==> config.mk <==
export PLATFORM = sky130hd
export DESIGN_NAME = sync_serial_rx
export DESIGN_NICKNAME = d
export VERILOG_FILES = /design/src/rtl/sr_pkg.sv /design/src/rtl/sr_sync_edge.sv /design/src/rtl/sr_shifter.sv /design/src/rtl/sr_regs.sv /design/src/rtl/sync_serial_rx.sv
export SDC_FILE = /design/constraint.sdc
export NUM_CORES = 1
export LEC_CHECK = 0
export ABC_AREA = 1
export BUFFER_PORTS_ARGS = -buffer_cell sky130_fd_sc_hd__buf_2
export CORE_MARGIN = 2
export CORE_UTILIZATION = 54
export DETAILED_ROUTE_END_ITERATION = 10
export PLACE_DENSITY = 0.82
export SLEW_MARGIN = 30
export SYNTH_ARGS = -nofsm -noshare
export SYNTH_HDL_FRONTEND = slang
export SYNTH_SLANG_ARGS = --single-unit
==> constraint.sdc <==
create_clock -name clk -period 1.4 [get_ports clk]
set_input_delay 0.07 -clock clk [delete_from_list [all_inputs] [get_ports clk]]
set_output_delay 0.07 -clock clk [all_outputs]
set_load 0.01 [all_outputs]
==> src/rtl/sr_pkg.sv <==
package sr_pkg;
    localparam int DATA_W     = 8;
    localparam int FRAME_BITS = DATA_W + 2;
    localparam int CNT_W      = $clog2(FRAME_BITS);

    typedef enum logic [1:0] {
        A_CTRL = 2'd0,
        A_STAT = 2'd1,
        A_DATA = 2'd2,
        A_NONE = 2'd3
    } reg_addr_e;

    typedef struct packed {
        logic err_ie;
        logic rx_ie;
        logic rx_en;
    } ctrl_t;

    typedef struct packed {
        logic perr;
        logic ferr;
        logic ovr;
        logic full;
    } flags_t;

    typedef struct packed {
        logic [DATA_W-1:0] data;
        logic              par_ok;
        logic              stop_ok;
    } frame_t;

    function automatic logic even_parity_ok(input logic [DATA_W-1:0] d, input logic p);
        return ~(^{d, p});
    endfunction
endpackage

==> src/rtl/sr_sync_edge.sv <==
module sr_sync_edge #(
    parameter int STAGES = 2
) (
    input  logic clk,
    input  logic rst,
    input  logic sck_in,
    input  logic sd_in,
    output logic rise,
    output logic sd_s
);
    logic [STAGES:0] sck_q;
    logic [STAGES-1:0] sd_q;

    always_ff @(posedge clk) begin
        if (rst) begin
            sck_q[0] <= 1'b0;
            sd_q[0]  <= 1'b0;
        end else begin
            sck_q[0] <= sck_in;
            sd_q[0]  <= sd_in;
        end
    end

    for (genvar i = 1; i <= STAGES; i++) begin : g_sck
        always_ff @(posedge clk) begin
            if (rst) sck_q[i] <= 1'b0;
            else     sck_q[i] <= sck_q[i-1];
        end
    end

    for (genvar j = 1; j < STAGES; j++) begin : g_sd
        always_ff @(posedge clk) begin
            if (rst) sd_q[j] <= 1'b0;
            else     sd_q[j] <= sd_q[j-1];
        end
    end

    assign rise = sck_q[STAGES-1] & ~sck_q[STAGES];
    assign sd_s = sd_q[STAGES-1];
endmodule

==> src/rtl/sr_shifter.sv <==
module sr_shifter
    import sr_pkg::*;
(
    input  logic   clk,
    input  logic   rst,
    input  logic   en,
    input  logic   sample,
    input  logic   bit_in,
    output logic   msb_seen,
    output logic   frame_done,
    output frame_t frame
);
    localparam logic [CNT_W-1:0] MSB_IDX  = CNT_W'(DATA_W - 1);
    localparam logic [CNT_W-1:0] PAR_IDX  = CNT_W'(DATA_W);
    localparam logic [CNT_W-1:0] STOP_IDX = CNT_W'(FRAME_BITS - 1);

    logic [CNT_W-1:0]  cnt;
    logic [DATA_W-1:0] shreg;
    logic              par_bit;

    always_ff @(posedge clk) begin
        if (rst || !en) begin
            cnt        <= '0;
            shreg      <= '0;
            par_bit    <= 1'b0;
            msb_seen   <= 1'b0;
            frame_done <= 1'b0;
            frame      <= '0;
        end else begin
            msb_seen   <= 1'b0;
            frame_done <= 1'b0;
            if (sample) begin
                if (cnt < PAR_IDX) begin
                    shreg <= {bit_in, shreg[DATA_W-1:1]};
                end
                if (cnt == MSB_IDX) msb_seen <= 1'b1;
                if (cnt == PAR_IDX) par_bit <= bit_in;
                if (cnt == STOP_IDX) begin
                    cnt            <= '0;
                    frame_done     <= 1'b1;
                    frame.data     <= shreg;
                    frame.par_ok   <= even_parity_ok(shreg, par_bit);
                    frame.stop_ok  <= bit_in;
                end else begin
                    cnt <= cnt + 1'b1;
                end
            end
        end
    end
endmodule

==> src/rtl/sr_regs.sv <==
module sr_regs
    import sr_pkg::*;
(
    input  logic              clk,
    input  logic              rst,
    input  logic [1:0]        addr,
    input  logic              wr_en,
    input  logic              rd_en,
    input  logic [7:0]        wdata,
    output logic [7:0]        rdata,
    input  logic              dma_ack,
    input  logic              msb_seen,
    input  logic              frame_done,
    input  frame_t            frame,
    output ctrl_t             ctrl,
    output flags_t            flags,
    output logic              lock,
    output logic [DATA_W-1:0] rdr
);
    flags_t flags_set, flags_clr, flags_nxt, armed;
    logic   unused_hi;

    assign unused_hi = ^wdata[7:4];
    assign lock      = |flags;

    always_comb begin
        flags_set      = '0;
        flags_set.ovr  = msb_seen & flags.full;
        if (frame_done && !lock) begin
            flags_set.full = frame.par_ok & frame.stop_ok;
            flags_set.perr = ~frame.par_ok;
            flags_set.ferr = ~frame.stop_ok;
        end
        flags_clr = '0;
        if (wr_en && addr == A_STAT) flags_clr = armed & ~flags_t'(wdata[3:0]);
        if (dma_ack) flags_clr.full = 1'b1;
        flags_nxt = (flags & ~flags_clr) | flags_set;
    end

    always_ff @(posedge clk) begin
        if (rst) begin
            ctrl  <= '0;
            flags <= '0;
            armed <= '0;
            rdr   <= '0;
        end else begin
            if (wr_en && addr == A_CTRL) ctrl <= ctrl_t'(wdata[2:0]);
            flags <= flags_nxt;
            armed <= (armed | ((rd_en && addr == A_STAT) ? flags : '0))
                     & ~flags_clr & ~flags_set & flags_nxt;
            if (flags_set.full) rdr <= frame.data;
        end
    end

    always_comb begin
        case (addr)
            A_CTRL:  rdata = {5'd0, ctrl};
            A_STAT:  rdata = {4'd0, flags};
            A_DATA:  rdata = rdr;
            default: rdata = '0;
        endcase
    end
endmodule

==> src/rtl/sync_serial_rx.sv <==
module sync_serial_rx
    import sr_pkg::*;
#(
    parameter int SYNC_STAGES = 2
) (
    input  logic       clk,
    input  logic       rst,
    input  logic       sck_in,
    input  logic       sd_in,
    input  logic [1:0] addr,
    input  logic       wr_en,
    input  logic       rd_en,
    input  logic [7:0] wdata,
    output logic [7:0] rdata,
    input  logic       dma_ack,
    output logic [7:0] rx_data,
    output logic       irq_rx,
    output logic       irq_err
);
    logic   rise, sd_s, msb_seen, frame_done, lock;
    frame_t frame;
    ctrl_t  ctrl;
    flags_t flags;
    logic [DATA_W-1:0] rdr;

    sr_sync_edge #(.STAGES(SYNC_STAGES)) u_sync (
        .clk(clk), .rst(rst), .sck_in(sck_in), .sd_in(sd_in),
        .rise(rise), .sd_s(sd_s)
    );

    sr_shifter u_shift (
        .clk(clk), .rst(rst), .en(ctrl.rx_en), .sample(rise), .bit_in(sd_s),
        .msb_seen(msb_seen), .frame_done(frame_done), .frame(frame)
    );

    sr_regs u_regs (
        .clk(clk), .rst(rst), .addr(addr), .wr_en(wr_en), .rd_en(rd_en),
        .wdata(wdata), .rdata(rdata), .dma_ack(dma_ack), .msb_seen(msb_seen),
        .frame_done(frame_done), .frame(frame), .ctrl(ctrl), .flags(flags),
        .lock(lock), .rdr(rdr)
    );

    assign rx_data = rdr;
    assign irq_rx  = flags.full & ctrl.rx_ie;
    assign irq_err = (flags.ovr | flags.ferr | flags.perr) & ctrl.err_ie;
endmodule

Word level (Yosys, flattened, before mapping)

Index checks and enable logic that the tools add are counted.
W data, S select, Z words.

Flip-flop bits (word level): 49
Input port bits: 17

Add/subtract/negate cells: 1
Order comparisons: 1
Equal/unequal tests: 5
Muxes and demuxes: 9
Bitwise logic cells: 22
Reductions and logical operators: 14

Operator list:

| kind                  | count |
|---|---|
| $pmux W8 S3           | 1 |
| $and A4 B4 Y4         | 5 |
| $mux W4               | 3 |
| $not A4 Y4            | 3 |
| $reduce_xor A9 Y1     | 1 |
| $eq A4 B4 Y1 const B  | 2 |
| $or A4 B4 Y4          | 2 |
| $reduce_and A2 Y1     | 3 |
| $and A1 B1 Y1         | 5 |
| $not A1 Y1            | 5 |
| $add A4 B1 Y4 const B | 1 |
| $eq A4 B3 Y1 const B  | 1 |
| $logic_and A1 B1 Y1   | 4 |
| $lt A4 B4 Y1 const B  | 1 |
| $mux W1               | 4 |
| $reduce_or A4 Y1      | 1 |
| $eq A2 B1 Y1 const B  | 1 |
| $eq A2 B2 Y1 const B  | 1 |
| $logic_not A1 Y1      | 2 |
| $logic_not A2 Y1      | 1 |
| $mux W2               | 1 |
| $or A1 B1 Y1          | 2 |
| $reduce_or A2 Y1      | 1 |
| $logic_or A1 B1 Y1    | 1 |

Longest topological paths before layout

Word-level depth: 8
Depth in mapped cells: 10

Modules after synthesis

From an unflattened synthesis, not the netlist that was laid out.

Cell total of the unflattened synthesis: 304
Area total of the unflattened synthesis: 2252.2 um^2

By module, submodules not included:

| module         | instances | cells an instance | area an instance (um^2) | seq. area each (um^2) |
|---|---|---|---|---|
| sr_shifter     | 1         | 132               | 1094.8                  | 500.5 |
| sr_regs        | 1         | 150               | 992.2                   | 380.4 |
| sr_sync_edge   | 1         | 16                | 141.4                   | 100.1 |
| sync_serial_rx | 1         | 6                 | 23.8                    | 0.0 |

Least setup slack after synthesis

OpenSTA, ideal clock, no wires.

Path kind: flip-flop to flip-flop
Start: register u_shift.cnt[3]
End: register, netlist name u_shift.frame[6]
Setup time: 0.118 ns
Data arrival time: 1.064 ns
Required time: 1.282 ns
Slack: 0.218 ns
Stages on the path, launching flop included: 9
Buffers on the path: 1
Clock period less this slack: 1.182 ns
Cell sequence: dfxtp_1 -> inv_2 -> nor2_2 -> inv_2 -> nor3_2 -> nor2_1 -> buf_2 -> nand2_1 -> o21ai_1

Word-level cells in the longest chain between the ends: 2

Ends and longest elaborated chain:

| item                        | RTL line         | RTL |
|---|---|---|
| from (decl)                 | sr_shifter.sv:17 | `logic [CNT_W-1:0] cnt;` |
| from (signal assigned)      | sr_shifter.sv:45 | `cnt <= cnt + 1'b1;` |
| $eq A4 B4 Y1                | sr_shifter.sv:38 | `if (cnt == STOP_IDX) begin` |
| $reduce_and A2 Y1 (no line) | -                |  |

No other way between the ends.
A chain may end at the register's enable or synchronous reset.

Worst setup path after layout

Start: register, netlist name u_regs.flags[2]
End: output port irq_err

Word-level cells in the longest chain between the ends: 3

Ends and longest elaborated chain:

| item                       | RTL line             | RTL |
|---|---|---|
| $or A1 B1 Y1 (2 in series) | sync_serial_rx.sv:45 | `assign irq_err = (flags.ovr \| flags.ferr \| flags.perr) & ctrl.err_ie;` |
| $and A1 B1 Y1              | sync_serial_rx.sv:45 |  |
| to (decl)                  | sync_serial_rx.sv:18 | `output logic irq_err` |

No other way between the ends.

==> impl_metrics.json <==
{
  "nFillCells": 272,
  "antenna_cells": 0,
  "gp_congestion": 0.8732,
  "criticalPathCategory": "flip-flop to output pin",
  "dieArea_mm2": 0.004151,
  "track_usage_pct": 21.72,
  "viasPerCell": 4.928,
  "fin_skew_ns": 0.004700,
  "finalHoldViolCount": 0,
  "cts_tree": "done",
  "yosys_warnings": 0,
  "htree_levels": 2,
  "hpwl_um": 2939,
  "path_buf_inv": 2,
  "post-place-ws_ns": -0.03591,
  "avgSynthCellArea_um2": 7.223,
  "grt.met3_usage_pct": 5.729,
  "drc": 0,
  "area_delta_synth_final_pct": 19.92,
  "wl_per_cell_um": 11.15,
  "total_leakage_power_nw": 1.057,
  "ir_worst_vdd_mv": 0.7379,
  "synth_area_mm2": 0.001972,
  "final_area_mm2": 0.002365,
  "hold_ws_ns": 0.05244,
  "status": "finished, final reports clean",
  "hold_class": "input pin to flip-flop",
  "grt_most_used_layer": "met2",
  "synth_fp_nets": 290,
  "cts_made_buffers": 5,
  "relSlewSlack_pct": 72.29,
  "synth_compound_area_share_pct": 16.18,
  "grt_pass1_vias": 1666,
  "drt-total-wl_um": 4046,
  "max_stage_delay_ns": 0.36,
  "ys_types": 25,
  "critPathRequiredTime_ns": 1.33,
  "clock-root-buffer": "clkbuf_4",
  "worstMarginPinSlew_ns": 0.4153,
  "synthAdderAreaFrac_pct": 0,
  "finalNetCount": 334,
  "p_per_area_mw_per_mm2": 974.9,
  "grt_pass1_wl_um": 7065,
  "finalCritPeriodShare_pct": 93.05,
  "grt_max_degree": 15,
  "post-route-util_pct": 69.23,
  "core.rowCount": 21,
  "drv_cap": 0,
  "setup_ws_ns": 0.09727,
  "antenna_found_initial": 0,
  "ant_nets": 0,
  "start_util_pct": 57.73,
  "synth_top_family_by_area": "simple AND/OR/NAND/NOR gates",
  "drt_iter0_markers": 154,
  "clkSinkCount": 49,
  "critPathCaptureType": "output pin",
  "cp_top_family": "flip-flops",
  "cpMaxStageDelayCell": "dfxtp_1",
  "gr-total-overflow": 0,
  "start_kind": "flip-flop",
  "ys_ff_latch": 49,
  "vias": 1789,
  "dpl_cell_area_mm2": 0.002206,
  "worst_ep_arrival_time_ns": 1.23,
  "setup_viol": 0,
  "synthMuxAreaShare_pct": 0,
  "dr.pass1.iters": 4,
  "cts_buffer_depth": 2,
  "drv_slew": 0,
  "max_freq_mhz": 767.6,
  "die_h_um": 64.43,
  "crit_fanout": 3,
  "path_cells": "nor3_2, buf_4, nor2_1, buf_2",
  "grt_use_met2_pct": 36.98,
  "synth_xor_area_share_pct": 0.4442,
  "cts_setup_buffers": 0,
  "rsz0062_at_grt": "true",
  "use_met1_pct": 26.08,
  "insertion_delay_ns": 0.36,
  "period_minus_slack_ns": 1.303,
  "ioPinCount": 35,
  "die_w_um": 64.43,
  "synth_simple_gate_area_share_pct": 22.78,
  "layout-drive-gt1-share_pct": 18.30,
  "seq_area_frac_synth_pct": 49.75,
  "io_buffers": 30,
  "core-area_mm2": 0.003416,
  "syn_inst": 273,
  "clkTransAtPathRegs_ns": 0.13
}
-- sequential cells by signal (all words and copies together) (netlist names), 3 cells and up --
register	count
u_regs.armed	4
u_regs.ctrl	3
u_regs.flags	4
u_regs.rdr	8
u_shift.cnt	4
u_shift.frame	10
u_shift.shreg	8
u_sync.sck_q	3
-- routing by layer --
layer,part of all wire (%),vias up
li1,-,946
met1,45,778
met2,47,57
met3,6.0,8
met4,1.9,0
met5,0,-
-- tightest hold or removal path, stage by stage --
cell and delay, ns:
buf_2 0.09, buf_4 0.17, a21oi_1 0.05
-- cells by family after synthesis --
kind of cell    after synthesis
simple gates                108
compound gates               59
buf+inv                      56
flops                        49
xor+xnor                      1
-- metrics by stage --
| stage | total power, mW | cells | setup TNS (ns) |
|---|---|---|---|
| 2_1_floorplan | 1.501 | 273 | 0 |
| 4_1_cts | 2.316 | 363 | 0 |
| 6_report | 2.305 | 363 | 0 |
| 3_5_place_dp | 1.542 | 350 | -0.06225 |
| 3_3_place_gp | 1.539 | 350 | 0 |
| 5_1_grt | 2.400 | 363 | -0.7273 |
-- report_power, final --
group	switching, mW	leakage [nW]	internal [mW]
sequential	0.00694	0.397	1.41
clock	0.412	0.0410	0.364
combinational	0.0680	0.619	0.0481
total	0.487	1.06	1.82
-- cells in the mapped netlist --
| cell type | number | area (µm²) |
|---|---|---|
| a211oi_1 | 2 | 15.01 |
| a21oi_1 | 18 | 90.09 |
| a31oi_1 | 2 | 12.51 |
| and3_1 | 1 | 6.260 |
| buf_1 | 1 | 3.750 |
| buf_2 | 3 | 15.01 |
| clkbuf_1 | 2 | 7.510 |
| dfxtp_1 | 49 | 980.9 |
| inv_1 | 47 | 176.4 |
| inv_2 | 3 | 11.26 |
| nand2_1 | 52 | 195.2 |
| nand2_2 | 1 | 6.260 |
| nand3_1 | 11 | 55.05 |
| nand4_1 | 1 | 6.260 |
| nor2_1 | 34 | 127.6 |
| nor2_2 | 2 | 12.51 |
| nor3_1 | 4 | 20.02 |
| nor3_2 | 2 | 20.02 |
| o211a_1 | 1 | 10.01 |
| o211ai_1 | 2 | 15.01 |
| o21a_1 | 1 | 7.510 |
| o21ai_0 | 24 | 120.1 |
| o21ai_1 | 8 | 40.04 |
| o221ai_1 | 1 | 8.760 |
| xor2_1 | 1 | 8.760 |
-- repair_timing --
item,in CTS,in global routing
hold buffers,6,0
setup endpoints to repair,9,22
resized for setup,1,9
hold endpoints to repair,7,0
-- layout make-up --
class	instances	area, µm²	share of cell area (%)
flip-flops and latches	49	983.4	41.59
multi-input cells	168	800.8	33.86
repair buffers	43	262.8	11.11
inverters	50	187.7	7.937
well taps	46	57.56	2.434
clock buffers	5	37.54	1.587
clock inverters	2	35.03	1.481
-- final timing paths --
kind | from | to | slack, ns | cells after the start
min reg2reg | u_sync.sd_q[0] | u_sync.sd_s | 0.41 | 2
max reg2reg | u_regs.ctrl[0] | u_shift.frame[2] | 0.1 | 6
min | rst | u_regs.flags[0] | 0.05 | 3
max | u_regs.flags[2] | irq_err | 0.1 | 4
-- cell usage in the layout, fill, tap and decap left out, types with 3 or more instances in the layout --
cell type	instances
buf_2	30
dfxtp_1	47
dlygate4sd3_1	6
nor2_2	3
nor3_1	4
nand3_1	11
o21ai_1	9
inv_2	4
clkbuf_4	5
nor2_1	32
inv_1	46
buf_4	7
a21oi_1	18
nand2_1	51
o21ai_0	23
No activity file was read; power rests on OpenSTA's default activity.
